`src/rtl/pmc_pkg.sv`:
```
package pmc_pkg;

    typedef enum logic [1:0] {
        ST_RUN    = 2'd0,
        ST_IDLE   = 2'd1,
        ST_PDOWN  = 2'd2,
        ST_SETTLE = 2'd3
    } pmc_state_e;

    // Register layout, most significant bit first.
    typedef struct packed {
        logic baud2;   // bit 7: serial baud doubler
        logic sersel;  // bit 6: serial control bit-7 function select
        logic bof;     // bit 5: brownout flag
        logic pof;     // bit 4: power-on flag
        logic gf1;     // bit 3: general flag
        logic gf0;     // bit 2: general flag
        logic pd;      // bit 1: power-down request
        logic idl;     // bit 0: idle request
    } pctl_t;

    localparam int B_IDL = 0;
    localparam int B_PD  = 1;

    localparam logic [7:0] PCTL_POR_VAL = 8'h30;

    // A reset other than power-on keeps the two cause flags.
    function automatic pctl_t keep_flags(input pctl_t cur);
        pctl_t r;
        r     = '0;
        r.bof = cur.bof;
        r.pof = cur.pof;
        return r;
    endfunction

endpackage

```
`src/rtl/pmc_wake.sv`:
```
module pmc_wake #(
    parameter int NIRQ  = 4,
    parameter int PRI_W = 2
) (
    input  logic [NIRQ-1:0]       irq_req,
    input  logic [NIRQ-1:0]       irq_wake,
    input  logic [NIRQ*PRI_W-1:0] irq_pri,
    input  logic                  act_vld,
    input  logic [PRI_W-1:0]      act_pri,
    output logic                  any_req,
    output logic                  pd_wake
);

    logic [NIRQ-1:0] hit;

    for (genvar i = 0; i < NIRQ; i++) begin : g_line
        logic [PRI_W-1:0] line_pri;
        logic             beats;
        assign line_pri = irq_pri[i*PRI_W +: PRI_W];
        assign beats    = !act_vld || (line_pri > act_pri);
        assign hit[i]   = irq_req[i] & irq_wake[i] & beats;
    end

    assign any_req = |irq_req;
    assign pd_wake = |hit;

endmodule

```
`src/rtl/pmc_brownout.sv`:
```
module pmc_brownout (
    input  logic cmp,
    input  logic dis,
    input  logic irq_mode,
    input  logic thr_low_cfg,
    output logic bo_rst,
    output logic bo_int,
    output logic thr_high
);

    logic det;

    assign det      = cmp & ~dis;
    assign bo_rst   = det & ~irq_mode;
    assign bo_int   = det & irq_mode;
    assign thr_high = ~thr_low_cfg;

endmodule

```
`src/rtl/pmc_core.sv`:
```
module pmc_core import pmc_pkg::*; #(
    parameter int SETTLE_XTAL = 1024,
    parameter int SETTLE_RC   = 256
) (
    input  logic       clk,
    input  logic       por_n,
    input  logic       sync_rst,
    input  logic       bo_rst,
    input  logic       bo_int,
    input  logic       sfr_we,
    input  logic [7:0] sfr_wdata,
    input  logic       osc_xtal,
    input  logic       any_req,
    input  logic       pd_wake,
    output pctl_t      pctl,
    output logic       cpu_clk_en,
    output logic       per_clk_en,
    output logic       osc_en
);

    localparam int SMAX = (SETTLE_XTAL > SETTLE_RC) ? SETTLE_XTAL : SETTLE_RC;
    localparam int CW   = (SMAX > 2) ? $clog2(SMAX) : 1;
    localparam logic [CW-1:0] LOAD_X = CW'(SETTLE_XTAL - 1);
    localparam logic [CW-1:0] LOAD_R = CW'(SETTLE_RC - 1);

    typedef struct packed {
        pmc_state_e    st;
        pctl_t         ctl;
        logic [CW-1:0] cnt;
    } core_t;

    core_t d, q;

    always_comb begin
        d = q;
        if (bo_rst) begin
            d.st      = ST_RUN;
            d.cnt     = '0;
            d.ctl     = keep_flags(q.ctl);
            d.ctl.bof = 1'b1;
        end else if (sync_rst) begin
            d.st  = ST_RUN;
            d.cnt = '0;
            d.ctl = keep_flags(q.ctl);
        end else begin
            case (q.st)
                ST_RUN: begin
                    if (sfr_we) begin
                        d.ctl = pctl_t'(sfr_wdata);
                        if (sfr_wdata[B_PD]) begin
                            d.ctl.idl = 1'b0;
                            d.st      = ST_PDOWN;
                        end else if (sfr_wdata[B_IDL]) begin
                            d.st = ST_IDLE;
                        end
                    end
                end
                ST_IDLE: begin
                    if (any_req) begin
                        d.ctl.idl = 1'b0;
                        d.st      = ST_RUN;
                    end
                end
                ST_PDOWN: begin
                    if (pd_wake) begin
                        d.st  = ST_SETTLE;
                        d.cnt = osc_xtal ? LOAD_X : LOAD_R;
                    end
                end
                ST_SETTLE: begin
                    if (q.cnt == '0) begin
                        d.ctl.pd = 1'b0;
                        d.st     = ST_RUN;
                    end else begin
                        d.cnt = q.cnt - 1'b1;
                    end
                end
                default: d.st = ST_RUN;
            endcase
            if (bo_int) begin
                d.ctl.bof = 1'b1;
            end
        end
    end

    always_ff @(posedge clk or negedge por_n) begin
        if (!por_n) begin
            q.st  <= ST_RUN;
            q.ctl <= pctl_t'(PCTL_POR_VAL);
            q.cnt <= '0;
        end else begin
            q <= d;
        end
    end

    assign pctl       = q.ctl;
    assign cpu_clk_en = (q.st == ST_RUN);
    assign per_clk_en = (q.st == ST_RUN) || (q.st == ST_IDLE);
    assign osc_en     = (q.st != ST_PDOWN);

endmodule

```
`src/rtl/pwr_mode_ctl.sv`:
```
module pwr_mode_ctl import pmc_pkg::*; #(
    parameter int NIRQ        = 4,
    parameter int PRI_W       = 2,
    parameter int SETTLE_XTAL = 1024,
    parameter int SETTLE_RC   = 256
) (
    input  logic                  clk,
    input  logic                  por_n,
    input  logic                  ext_rst_i,
    input  logic                  wdt_rst_i,
    input  logic                  sfr_we_i,
    input  logic [7:0]            sfr_wdata_i,
    output logic [7:0]            sfr_rdata_o,
    input  logic                  bo_cmp_i,
    input  logic                  bo_dis_i,
    input  logic                  bo_irq_mode_i,
    input  logic                  bo_thr_low_cfg_i,
    output logic                  bo_thr_high_o,
    output logic                  bo_irq_o,
    input  logic                  osc_xtal_i,
    input  logic [NIRQ-1:0]       irq_req_i,
    input  logic [NIRQ-1:0]       irq_wake_i,
    input  logic [NIRQ*PRI_W-1:0] irq_pri_i,
    input  logic                  act_vld_i,
    input  logic [PRI_W-1:0]      act_pri_i,
    output logic                  sys_rst_o,
    output logic                  cpu_clk_en_o,
    output logic                  per_clk_en_o,
    output logic                  osc_en_o
);

    logic  bo_rst, bo_int, any_req, pd_wake, sync_rst;
    pctl_t ctl;

    pmc_brownout u_bo (
        .cmp         (bo_cmp_i),
        .dis         (bo_dis_i),
        .irq_mode    (bo_irq_mode_i),
        .thr_low_cfg (bo_thr_low_cfg_i),
        .bo_rst      (bo_rst),
        .bo_int      (bo_int),
        .thr_high    (bo_thr_high_o)
    );

    pmc_wake #(.NIRQ(NIRQ), .PRI_W(PRI_W)) u_wake (
        .irq_req  (irq_req_i),
        .irq_wake (irq_wake_i),
        .irq_pri  (irq_pri_i),
        .act_vld  (act_vld_i),
        .act_pri  (act_pri_i),
        .any_req  (any_req),
        .pd_wake  (pd_wake)
    );

    assign sync_rst = ext_rst_i | wdt_rst_i;

    pmc_core #(.SETTLE_XTAL(SETTLE_XTAL), .SETTLE_RC(SETTLE_RC)) u_core (
        .clk        (clk),
        .por_n      (por_n),
        .sync_rst   (sync_rst),
        .bo_rst     (bo_rst),
        .bo_int     (bo_int),
        .sfr_we     (sfr_we_i),
        .sfr_wdata  (sfr_wdata_i),
        .osc_xtal   (osc_xtal_i),
        .any_req    (any_req),
        .pd_wake    (pd_wake),
        .pctl       (ctl),
        .cpu_clk_en (cpu_clk_en_o),
        .per_clk_en (per_clk_en_o),
        .osc_en     (osc_en_o)
    );

    assign sfr_rdata_o = ctl;
    assign bo_irq_o    = bo_int;
    assign sys_rst_o   = bo_rst | sync_rst;

endmodule

```
`config.mk`:
```
export PLATFORM = sky130hd
export DESIGN_NAME = pwr_mode_ctl
export DESIGN_NICKNAME = d
export VERILOG_FILES = /design/src/rtl/pmc_pkg.sv /design/src/rtl/pmc_wake.sv /design/src/rtl/pmc_brownout.sv /design/src/rtl/pmc_core.sv /design/src/rtl/pwr_mode_ctl.sv
export SDC_FILE = /design/constraint.sdc
export NUM_CORES = 1
export LEC_CHECK = 0
export BUFFER_PORTS_ARGS = -buffer_cell sky130_fd_sc_hd__buf_4
export CAP_MARGIN = 20
export CORE_ASPECT_RATIO = 1.1
export CORE_UTILIZATION = 50
export DETAILED_ROUTE_END_ITERATION = 8
export GPL_ROUTABILITY_DRIVEN = 0
export GPL_TIMING_DRIVEN = 1
export PLACE_DENSITY = 0.85
export RECOVER_POWER = 50
export SYNTH_ARGS = -nofsm -noshare
export SYNTH_HDL_FRONTEND = slang
export SYNTH_HIERARCHICAL = 1
export SYNTH_SLANG_ARGS = --single-unit
export TNS_END_PERCENT = 1
```
`constraint.sdc`:
```
create_clock -name clk -period 2.49 [get_ports clk]
set_input_delay 0.1245 -clock clk [delete_from_list [all_inputs] [get_ports clk]]
set_output_delay 0.1245 -clock clk [all_outputs]
set_load 0.01 [all_outputs]
```
== Word-level counts from Yosys, hierarchy flattened ==
Index checks and enable logic that the tools add are counted.

* Add/sub/neg operators: 1
* Mux-type cells: 20
* Magnitude comparators: 4
* Equality and inequality tests: 11
* Reductions and logical operators: 24
* Bitwise logic cells: 18

{| class="wikitable"
|+ Operators with widths
! cell !! count
|-
| 10-bit 2-to-1 mux || 4
|-
| 20-bit 2-to-1 mux || 2
|-
| 10-bit case mux with 2 select lines || 1
|-
| 4-bit != test, second input constant || 3
|-
| 3-bit AND reduction || 4
|-
| 3-bit nonzero test || 4
|-
| 4-bit nonzero test || 3
|-
| 1-bit AND || 11
|-
| 10-bit logical NOT || 1
|-
| 2-bit 2-to-1 mux || 5
|-
| 10-bit by 1-bit subtractor with 10-bit output, second input constant || 1
|-
| 2-bit > comparator || 4
|-
| 2-bit case mux with 4 select lines || 1
|-
| 4-bit OR reduction || 2
|-
| 6-bit 2-to-1 mux || 1
|-
| 1-bit logical OR || 5
|-
| 5-bit by 3-bit != test with 1-bit output, second input constant || 1
|-
| 1-bit inverter || 5
|-
| 5-bit AND reduction || 1
|-
| 2-bit == test, second input constant || 2
|-
| 1-bit 2-to-1 mux || 4
|-
| 2-bit != test, second input constant || 2
|-
| 4-bit by 2-bit != test with 1-bit output, second input constant || 1
|-
| 4-bit by 3-bit != test with 1-bit output, second input constant || 1
|-
| other kinds (7) || 9
|}

* Bits of input ports: 37
* Bits in registers: 20

== Depth between registers and ports, before layout ==
Gate-level depths: netlist of the first run.

* Word-level depth: 8
* Gate-level depth with buffers: 10

== Cells and area by module ==
The synthesis of the first run kept the hierarchy.

{| class="wikitable"
|+ Modules (own cells, without submodules)
! module !! times used !! cells an instance !! area each (um^2) !! sequential area each (um^2)
|-
| pmc_core || 1 || 150 || 1322.5 || 503.0
|-
| pmc_wake || 1 || 32 || 241.5 || 0.0
|-
| pmc_brownout || 1 || 3 || 25.0 || 0.0
|-
| pwr_mode_ctl || 1 || 2 || 12.5 || 0.0
|}

== Worst setup path after synthesis of the first run ==
Ideal clock, no wire load.

* Kind: input port to flip-flop
* Start: in act_pri_i[1]
* End: reg u_core/q[1] in the netlist's numbering
* Path buffers: 1
* Setup slack: 0.673 ns
* Data required time: 2.391 ns
* Data arrival time: 1.717 ns
* Stages: 9
* Cells stage by stage: inv_1 ha_1 nor2b_1 o311ai_1 nand4_1 mux2i_1 a31oi_1 buf_2 a311oi_1

* Word-level cells in the longest chain between the ends: 6

{| class="wikitable"
|+ Ends and longest elaborated chain
! element !! RTL line !! RTL
|-
| start, declared || pwr_mode_ctl.sv:25 || <nowiki>input logic [PRI_W-1:0] act_pri_i,</nowiki>
|-
| 2-bit > comparator || pmc_wake.sv:20 || <nowiki>assign beats = !act_vld || (line_pri > act_pri);</nowiki>
|-
| 1-bit logical OR || pmc_wake.sv:20 ||
|-
| 1-bit AND || pmc_wake.sv:21 || <nowiki>assign hit[i] = irq_req[i] & irq_wake[i] & beats;</nowiki>
|-
| 4-bit OR reduction * || pmc_wake.sv:25 || <nowiki>assign pd_wake = |hit;</nowiki>
|-
| net pd_wake || pwr_mode_ctl.sv:32 || <nowiki>logic bo_rst, bo_int, any_req, pd_wake, sync_rst;</nowiki>
|-
| 4-bit != test (no line) * || n/a ||
|-
| 3-bit AND reduction (no line) * || n/a ||
|-
| end, declared || pmc_core.sv:32 || <nowiki>core_t d, q;</nowiki>
|}

Mark *: on every way through the listed nets, which the timed path passes. The rest lies on a longest branch.
A chain may end at the register's enable or synchronous reset.

== Worst setup path after layout of the first run ==
* Start: reg u_core/q[18] in the netlist's numbering
* End: reg u_core/q[3] in the netlist's numbering

* Word-level cells in the longest chain between the ends: 4

{| class="wikitable"
|+ Ends and longest elaborated chain
! element !! RTL line !! RTL
|-
| 2-bit == test || pmc_core.sv:46 || <nowiki>case (q.st)</nowiki>
|-
| 10-bit case mux with 2 select lines || pmc_core.sv:46 ||
|-
| 20-bit 2-to-1 mux || pmc_core.sv:41 || <nowiki>end else if (sync_rst) begin</nowiki>
|-
| 20-bit 2-to-1 mux || pmc_core.sv:36 || <nowiki>if (bo_rst) begin</nowiki>
|}

Several ways; a longest one is shown, not always the timed one. The select of a mux whose other input is x is not followed.

==> reports/metrics.cfg, run 1 <==
[status]
status=finished, final reports clean

[setup_path]
slowest_stage=a31oi_1
cp_cell_sequence=inv_1 > ha_1 > mux2i_1 > a31oi_1 > a21oi_1 > a211oi_1
cp.required_ns=2.71
crit_arrival_ns=2.45
path_buf_inv=1
r2r_cells=6
crit_fanout=13
critPathLaunchType=flop
timing.rr.end=u_core/q[3]
critPathMaxStageDelay_ns=0.72
r2r_start=u_core/q[18]
crit_type=flop to flop
crit_path_end_kind=flop
ff2ff_setup_slack_ns=0.26
cp_top_family=compound AO/OA/AOI/OAI gates

[clocking]
cts_root_buffer=clkbuf_4
post-cts-setup-buffers=0
clock_latency_ns=0.31
cts_buffers=3
cts.path.max_buffers=2
cts_sinks=20
clkSlewWorstSetupHoldPaths_ns=0.12
cts_tree=done
post_cts_resized=0
cts_hold_buf=1
htreeDepth=1

[global_route]
grt_first_pass_wirelength_um=5996
antenna_found_initial=0
first_global_vias=1402
grt_max_degree=21
grt_usage_pct=21.81
grt-ovfl-total=0

[finish]
final_cells=261
regArea_um2=503.0
fin_nets=278
multi_input_area_um2=932.1
drive_above_1_share_pct=26.43
final_core_util_pct=63.55
num_antenna_cells=0
area_growth_pct=20.94
num-fill-cells=272

[routing]
route.met2.wl_um=1883
dr.pass1.iters=4
wl_um=3573
wl_per_cell_um=13.69
highest_layer=met4
avgViaCountPerCell=5.789
num_vias=1511
wl_met1_um=1506
dr_wl_met3_um=168
drc=0
initialDrtViolationCount=68
ant_nets=0

[synthesis]
yosysSeqAreaShare_pct=31.41
synth_seq_cells=20
synth_edf_count=0
async_reset_ff_share_pct=100.0
syn_nets=237
synth_cell_type_count=51
synth_flop_cell=dfrtp_1
yosys.area.top_type_share_pct=28.13
synthCells=187
synth_area_um2=1602
yosysTopAreaCell=dfrtp_1
synth.area.top_cells=dfrtp_1, ha_1, a21oi_1
syn_area_per_cell_um2=8.564
yosysWarnings=6

[timing]
finalSetupViolCount=0
fin_crit_ns=2.233
hold_viol=0
timing.setup.tns_ns=0
whs_ns=0.05473
rsz0062_at_grt=false
clock_skew_ns=0.007336
drv_slew=0
relSlewSlack_pct=25.68
max_freq_ghz=0.4478
tightest_slew_ns=1.115
fin_crit_sh_pct=89.69

[run]
cap_violations=0

[floorplan]
die-height_um=61.36
ioPinCount=51
rows=21
core_area_um2=3048
start_util_pct=52.55
die_x_um=55.96
die_area_um2=3433

[placed_design]
place_inst=256
port_buffers=50
hpwl_um=2806

[power]
power_density_nw_per_um2=400.7
power_leakage_nw=0.8914
ir_drop_uv=323.6

[worst_hold_path]
hold-path-endpoint=u_core/pctl[4]
hold_class=primary input to flop
hp-start=sfr_wdata_i[4]
whs_path_depth=2

[layer usage]
layer  GRT usage [%]  vias up
met5               0        -
met1           26.94      715
li1                -      752
met2           39.97       41
met3           4.832        3
met4           4.530        0
[synth_stat cells (all sizes together) (2+ instances only)]
cell and number:
buf 11, or2 2, nor3b 3, nand2 11, mux2i 2, clkbuf 5
or4 2, ha 13, o31ai 3, nor3 6, mux2 2, a41o 3
and2 4, nand3 10, dfstp 2, nor2 10, nor4 2, nor2b 7
inv 16, dfrtp 18, a21oi 14, o21ai 11, o311ai 4, or3 3
a211oi 3, a31oi 3
[layout by cell type (no fill, tap or decap), drive strengths merged, types with 4 or more instances in the layout]
master  synthesis  layout
a21oi          14      14
and2            4       4
buf            11      43
clkbuf          5      12
dfrtp          18      18
ha             13      13
inv            16      16
nand2          11      11
nand3          10      10
nor2           10      10
nor2b           7       7
nor3            6       6
o21ai          11      11
o311ai          4       4
[through the flow]
stage | power, mW | instance area, um^2 | worst slack, ns
finish | 0.7761 | 1937 | 0.2567
detailed placement | 0.5929 | 1921 | 0.1938
global route | 0.8213 | 1937 | 0.05035
CTS | 0.7888 | 1967 | 0.2719
global placement | 0.5866 | 1921 | 0.2833
floorplan | 0.5043 | 1602 | 0.6734
[state kept, by name (all words and copies together), names as in the netlist]
name and count:
u_core/pctl 8, u_core/q 12
[power breakdown]
part           switching [mW]  internal (mW)  total [mW]
logic                   0.111          0.115       0.226
registers              0.0111          0.346       0.358
clock network           0.103         0.0894       0.193
total                   0.226          0.550       0.776
[final cells by class]
| class | instances | share of cell area (%) |
|---|---|---|
| multi-input cells | 135 | 48.13 |
| well taps | 34 | 2.196 |
| flip-flops and latches | 20 | 25.97 |
| inverters | 16 | 3.101 |
| clock buffers | 4 | 1.873 |
| repair buffers | 52 | 18.73 |
[how the worst max path moves through the flow]
| stage | startpoint | end | slack [ns] | cells after the start |
|---|---|---|---|---|
| 6_report | u_core/q[18] | u_core/q[3] | 0.26 | 6 |
| 5_1_grt | u_core/q[18] | u_core/q[9] | 0.05 | 6 |
| 4_1_cts | u_core/q[18] | u_core/q[3] | 0.27 | 6 |
| 3_5_place_dp | act_pri_i[1] | u_core/q[3] | 0.19 | 10 |
| 3_3_place_gp | act_pri_i[1] | u_core/q[3] | 0.28 | 10 |
| 2_1_floorplan | act_pri_i[1] | u_core/q[1] | 0.67 | 9 |
[cells by family (layout without fill, tap and decap cells)]
family	after synthesis	in the layout	synth area share [%]
DFF	20	20	31.41
buffers and inverters	32	72	10.39
and+or+nand+nor	69	69	24.53
muxes	4	4	2.656
AOI/OAI and AO/OA	49	49	20.86
adders and majority gates	13	13	10.16
(Power assumes the default switching activity.)
==> run 2: changes to the inputs <==
--- a/config.mk
+++ b/config.mk
@@ -8,10 +8,12 @@
 export BUFFER_PORTS_ARGS = -buffer_cell sky130_fd_sc_hd__buf_4
 export CAP_MARGIN = 20
 export CORE_ASPECT_RATIO = 1.1
+export CORE_MARGIN = 4
 export CORE_UTILIZATION = 50
 export DETAILED_ROUTE_END_ITERATION = 8
 export GPL_ROUTABILITY_DRIVEN = 0
 export GPL_TIMING_DRIVEN = 1
+export MAX_ROUTING_LAYER = met4
 export PLACE_DENSITY = 0.85
 export RECOVER_POWER = 50
 export SYNTH_ARGS = -nofsm -noshare
==> run 2 against run 1 <==
  * Register-to-register slack worse by 0.04 ns
  * Non-clock buffer count unchanged
  * Critical path depth unchanged
  * Clock skew up 0.0055 ns
  * Critical path type unchanged
==> reports/metrics.cfg, run 2 (synthesized netlist as in run 1, its figures left out) <==
[clocking]
cts_root_buffer=clkbuf_4  ; unchanged
cts_buffers=3  ; unchanged
post-cts-setup-buffers=0  ; unchanged
cts.path.max_buffers=2  ; unchanged
htreeDepth=1  ; unchanged
cts_hold_buf=1  ; unchanged
clkSlewWorstSetupHoldPaths_ns=0.12  ; about the same
clock_latency_ns=0.31  ; about the same
post_cts_resized=0  ; unchanged
cts_tree=done  ; unchanged
cts_sinks=20  ; unchanged

[global_route]
grt_max_degree=21  ; unchanged
grt-ovfl-total=0  ; unchanged
antenna_found_initial=0  ; unchanged
first_global_vias=1449  ; was 1402
grt_usage_pct=19.96  ; was 21.81%
grt_first_pass_wirelength_um=6285  ; was 5996 um

[placed_design]
hpwl_um=2874  ; was 2806 um
place_inst=256  ; unchanged
port_buffers=50  ; unchanged

[worst_hold_path]
hold-path-endpoint=u_core/pctl[4]  ; unchanged
whs_path_depth=2  ; unchanged
hold_class=primary input to flop  ; unchanged
hp-start=sfr_wdata_i[4]  ; unchanged

[routing]
ant_nets=0  ; unchanged
drc=0  ; unchanged
avgViaCountPerCell=5.966  ; was 5.789
wl_per_cell_um=14.44  ; was 13.69 um
initialDrtViolationCount=117  ; was 68
num_vias=1557  ; was 1511
wl_um=3769  ; was 3573 um
dr.pass1.iters=4  ; unchanged

[timing]
tightest_slew_ns=1.109  ; was 1.115 ns
drv_slew=0  ; unchanged
fin_crit_sh_pct=91.12  ; was 89.69%
relSlewSlack_pct=26.10  ; was 25.68%
fin_crit_ns=2.269  ; was 2.233 ns
timing.setup.tns_ns=0  ; unchanged
finalSetupViolCount=0  ; unchanged
max_freq_ghz=0.4407  ; was 0.4478 GHz
clock_skew_ns=0.01288  ; was 0.007336 ns
hold_viol=0  ; unchanged
rsz0062_at_grt=false  ; unchanged

[floorplan]
start_util_pct=52.10  ; was 52.55%
core_area_um2=3074  ; was 3048 um^2
die-height_um=67.36  ; was 61.36 um
die_area_um2=4173  ; was 3433 um^2
ioPinCount=51  ; unchanged
rows=21  ; unchanged
die_x_um=61.96  ; was 55.96 um

[finish]
largest_reg_flops=12  ; unchanged
area_growth_pct=21.95  ; was 20.94%
layout_common_cells=buf_4, dfrtp_1, inv_1  ; unchanged
layout_commonest_cell=buf_4  ; unchanged
final_cells=261  ; unchanged
num_antenna_cells=0  ; unchanged
fin_nets=278  ; unchanged
top_register=u_core/q  ; unchanged
drive_above_1_share_pct=26.43  ; unchanged

[run]
cap_violations=0  ; unchanged

[setup_path]
crit_fanout=13  ; unchanged
slowest_stage=a31oi_1  ; unchanged
critPathMaxStageDelay_ns=0.74  ; was 0.72 ns
r2r_cells=6  ; unchanged
timing.rr.end=u_core/q[2]  ; was u_core/q[3]
ff2ff_setup_slack_ns=0.22  ; was 0.26 ns
crit_path_end_kind=flop  ; unchanged
cp_cell_sequence=inv_1 > ha_1 > mux2i_1 > a31oi_1 > o21ai_0 > a21oi_1  ; was inv_1 > ha_1 > mux2i_1 > a31oi_1 > a21oi_1 > a211oi_1
r2r_start=u_core/q[18]  ; unchanged
crit_type=flop to flop  ; unchanged
critPathLaunchType=flop  ; unchanged
cp.required_ns=2.74  ; was 2.71 ns
crit_path_start=u_core/q[18]  ; unchanged
crit_arrival_ns=2.52  ; was 2.45 ns

[status]
status=finished, final reports clean  ; unchanged

[power]
power_density_nw_per_um2=436.6  ; was 400.7 nW/um^2
power_leakage_nw=0.8983  ; was 0.8914 nW
ir_drop_uv=765.1  ; was 323.6 uV

[run 2: changes by cell type in the layout (fill, tap and decap cells not counted)]
| cell | before | now |
|---|---|---|
| bufinv_16 | 0 | 1 |
| clkbuf_8 | 1 | 0 |
[run 2: critical path, delay by kind of cell (launching register included)]
| kind | cells | cell delay [ns] |
|---|---|---|
| compound gates | 3 | 1.17 |
| fa+ha+maj | 1 | 0.28 |
| buf+inv | 1 | 0.09 |
| flops | 1 | 0.45 |
| mux | 1 | 0.19 |
[run 2: how the worst max path moves through the flow]
stage	endpoint	cells after the start	slack [ns]
after floorplan	u_core/q[1]	9	0.67
after global placement	u_core/q[3]	10	0.30
after detailed placement	u_core/q[2]	10	0.19
after CTS	u_core/q[2]	6	0.32
after global routing	u_core/q[3]	6	0.07
final	u_core/q[2]	6	0.22
[run 2: final cells by class]
class / instances / area, um^2
Clock inverter: 1 / 30.03
Inverter: 16 / 60.06
Multi-Input combinational cell: 135 / 932.1
Tap cell: 34 / 42.54
Timing Repair Buffer: 52 / 362.8
Fill cell: 291 / 1121
Sequential cell: 20 / 503.0
Clock buffer: 3 / 22.52
[run 2: layer usage]
| metal | vias to the layer above | wire [um] | GRT usage (%) |
|---|---|---|---|
| li1 | 751 | - | - |
| met1 | 745 | 1552 | 24.53 |
| met2 | 57 | 1936 | 33.55 |
| met3 | 4 | 249 | 3.824 |
| met4 | 0 | 30 | 4.244 |
| met5 | - | 0 | - |
[run 2: per-stage QoR]
stage	total power [mW]	util (%)	instance area (um^2)	hold slack (ns)	setup WS [ns]
finish	0.8527	63.53	1953	0.05451	0.2211
global route	0.9050	63.53	1953	0.03427	0.06900
CTS	0.8660	64.51	1983	0.04241	0.3180
detailed placement	0.5926	62.47	1921	0.02014	0.1868
global placement	0.5869	62.47	1921	0.01929	0.3028
floorplan	0.5043	-	1602	-0.1711	0.6734
[run 2: report_power, final]
| part | leakage [nW] | internal [mW] | total (mW) | switching [mW] |
|---|---|---|---|---|
| clock | 0.0279 | 0.163 | 0.268 | 0.105 |
| combinational | 0.600 | 0.115 | 0.227 | 0.112 |
| sequential | 0.271 | 0.346 | 0.358 | 0.0114 |
| total | 0.898 | 0.624 | 0.853 | 0.228 |
==> run 3: changes to the inputs <==
--- a/config.mk
+++ b/config.mk
@@ -9,12 +9,12 @@
 export CAP_MARGIN = 20
 export CORE_ASPECT_RATIO = 1.1
 export CORE_MARGIN = 4
-export CORE_UTILIZATION = 50
+export CORE_UTILIZATION = 51
 export DETAILED_ROUTE_END_ITERATION = 8
 export GPL_ROUTABILITY_DRIVEN = 0
 export GPL_TIMING_DRIVEN = 1
 export MAX_ROUTING_LAYER = met4
-export PLACE_DENSITY = 0.85
+export PLACE_DENSITY = 0.86
 export RECOVER_POWER = 50
 export SYNTH_ARGS = -nofsm -noshare
 export SYNTH_HDL_FRONTEND = slang
==> constraint.sdc (replaced) <==
create_clock -name clk -period 2.49 [get_ports clk]
set_input_delay 0.1245 -clock clk [delete_from_list [all_inputs] [get_ports clk]]
set_output_delay 0.1245 -clock clk [all_outputs]
set_load 0.05 [all_outputs]
==> run 3 against run 2 <==
  * Critical path type unchanged
  * Die area fell by 1.7%
  * Setup slack improved by 0.31 ns
  * Global-route usage rose by 0.43 points
  * Power rose by 7.9%
  * Via count rose by 1.7%
  * Highest routed layer unchanged
  * Combinational power rose by 26%
  * Clock power rose by 3%
  * Design area rose by 0.38%
==> reports/metrics.cfg, run 3 (synthesized netlist as in run 1, its figures left out) <==
[floorplan]
die-height_um=66.78  ; was 67.36 um
rows=21  ; unchanged
start_util_pct=53.00  ; was 52.10%
ioPinCount=51  ; unchanged
die_area_um2=4102  ; was 4173 um^2
core_area_um2=3022  ; was 3074 um^2
die_x_um=61.43  ; was 61.96 um

[setup_path]
cp_cell_sequence=inv_1 > ha_1 > or3b_2 > o31ai_4 > o2111ai_1 > nor3b_2  ; was inv_1 > ha_1 > mux2i_1 > a31oi_1 > o21ai_0 > a21oi_1
timing.rr.end=u_core/q[18]  ; was u_core/q[2]
r2r_cells=6  ; unchanged
slowest_stage=or3b_2  ; was a31oi_1
crit_path_end_kind=flop  ; unchanged
critPathMaxStageDelay_ns=0.53  ; was 0.74 ns
crit_type=flop to flop  ; unchanged
cp.required_ns=2.69  ; was 2.74 ns
critPathLaunchType=flop  ; unchanged
r2r_start=u_core/q[0]  ; was u_core/q[18]
crit_arrival_ns=2.16  ; was 2.52 ns
ff2ff_setup_slack_ns=0.53  ; was 0.22 ns
crit_fanout=6  ; was 13

[worst_hold_path]
whs_path_depth=2  ; unchanged
hp-start=sfr_wdata_i[4]  ; unchanged
hold_class=primary input to flop  ; unchanged
hold-path-endpoint=u_core/pctl[4]  ; unchanged

[placed_design]
hpwl_um=3066  ; was 2874 um
place_inst=257  ; was 256
port_buffers=50  ; unchanged

[routing]
num_vias=1583  ; was 1557
drc=0  ; unchanged
avgViaCountPerCell=6.042  ; was 5.966
ant_nets=0  ; unchanged
wl_per_cell_um=15.13  ; was 14.44 um
wl_um=3963  ; was 3769 um
initialDrtViolationCount=120  ; was 117
dr.pass1.iters=4  ; unchanged

[global_route]
grt_first_pass_wirelength_um=6216  ; was 6285 um
first_global_vias=1466  ; was 1449
antenna_found_initial=0  ; unchanged
grt_usage_pct=20.39  ; was 19.96%
grt-ovfl-total=0  ; unchanged
grt_max_degree=21  ; unchanged

[clocking]
post-cts-setup-buffers=0  ; unchanged
clock_latency_ns=0.31  ; about the same
cts_sinks=20  ; unchanged
clkSlewWorstSetupHoldPaths_ns=0.13  ; was 0.12 ns
cts_tree=done  ; unchanged
cts_root_buffer=clkbuf_4  ; unchanged
htreeDepth=1  ; unchanged
cts_buffers=3  ; unchanged
cts.path.max_buffers=2  ; unchanged

[timing]
tightest_slew_ns=1.104  ; was 1.109 ns
fin_crit_ns=1.960  ; was 2.269 ns
timing.setup.tns_ns=0  ; unchanged
drv_slew=0  ; unchanged
max_freq_ghz=0.5103  ; was 0.4407 GHz
rsz0062_at_grt=false  ; unchanged
hold_viol=0  ; unchanged
clock_skew_ns=0.002666  ; was 0.01288 ns
fin_crit_sh_pct=78.70  ; was 91.12%
relSlewSlack_pct=26.37  ; was 26.10%
finalSetupViolCount=0  ; unchanged

[run]
cap_violations=0  ; unchanged

[finish]
num_antenna_cells=0  ; unchanged
drive_above_1_share_pct=26.75  ; was 26.43%
layout_common_cells=buf_4, dfrtp_1, inv_1  ; unchanged
largest_reg_flops=12  ; unchanged
fin_nets=279  ; was 278
top_register=u_core/q  ; unchanged
final_cells=262  ; was 261
layout_commonest_cell=buf_4  ; unchanged
final_core_util_pct=64.89  ; was 63.53%
area_growth_pct=22.42  ; was 21.95%

[power]
power_leakage_nw=0.9037  ; was 0.8983 nW
finalPower_mw=0.9202  ; was 0.8527 mW
power_density_nw_per_um2=469.3  ; was 436.6 nW/um^2
ir_drop_uv=408.7  ; was 765.1 uV

[status]
status=finished, final reports clean  ; unchanged

## run 3: cell types whose count changed in the layout (fill, tap and decap cells not counted), sizes merged
cell	before	now
buf	43	44
## run 3: critical path, delay by kind of cell (launching register included)
kind,cells,cell delay [ns]
AOI/OAI and AO/OA,2,0.42
buffers and inverters,1,0.07
and+or+nand+nor,2,0.71
DFF,1,0.45
adders and majority gates,1,0.19
## run 3: how the worst max path moves through the flow
stage,startpoint,endpoint,slack [ns],depth (start not counted)
2_1_floorplan,u_core/q[18],u_core/pctl[4],0.52,6
3_3_place_gp,act_pri_i[1],u_core/q[7],0.43,11
3_5_place_dp,act_pri_i[1],u_core/q[7],0.33,11
4_1_cts,u_core/q[0],u_core/q[18],0.55,6
5_1_grt,u_core/q[0],u_core/q[18],0.41,6
6_report,u_core/q[0],u_core/q[18],0.53,6
## run 3: timing repair
action,CTS,global route
hold endpoints to repair,20,0
gates resized for setup,0,0
hold buffers,1,0
setup endpoints to repair,0,0
## run 3: cell type report
class / instances / area [um^2]
flip-flops and latches: 20 / 503.0
multi-input cells: 135 / 932.1
fillers: 270 / 1061
clock buffers: 3 / 22.52
inverters: 16 / 60.06
well taps: 34 / 42.54
repair buffers: 53 / 370.4
clock inverters: 1 / 30.03
## run 3: metal layers
| metal | up-vias | wire [um] | track usage [%] |
|---|---|---|---|
| met5 | - | 0 | - |
| met4 | 0 | 152 | 9.284 |
| met3 | 18 | 247 | 3.682 |
| met2 | 67 | 2002 | 35.05 |
| met1 | 749 | 1561 | 22.46 |
| li1 | 749 | - | - |
## run 3: per-stage QoR
step | hold WS [ns] | area, um^2 | worst slack (ns)
after floorplan | -0.1711 | 1602 | 0.5216
after global placement | 0.01730 | 1928 | 0.4311
after detailed placement | 0.02216 | 1928 | 0.3293
after CTS | 0.03203 | 1991 | 0.5502
after global routing | 0.02870 | 1961 | 0.4095
final | 0.04266 | 1961 | 0.5304
## run 3: power breakdown
part           internal, mW  switching, mW
clock network         0.163          0.112
registers             0.347         0.0112
logic                 0.117          0.170
total                 0.626          0.294
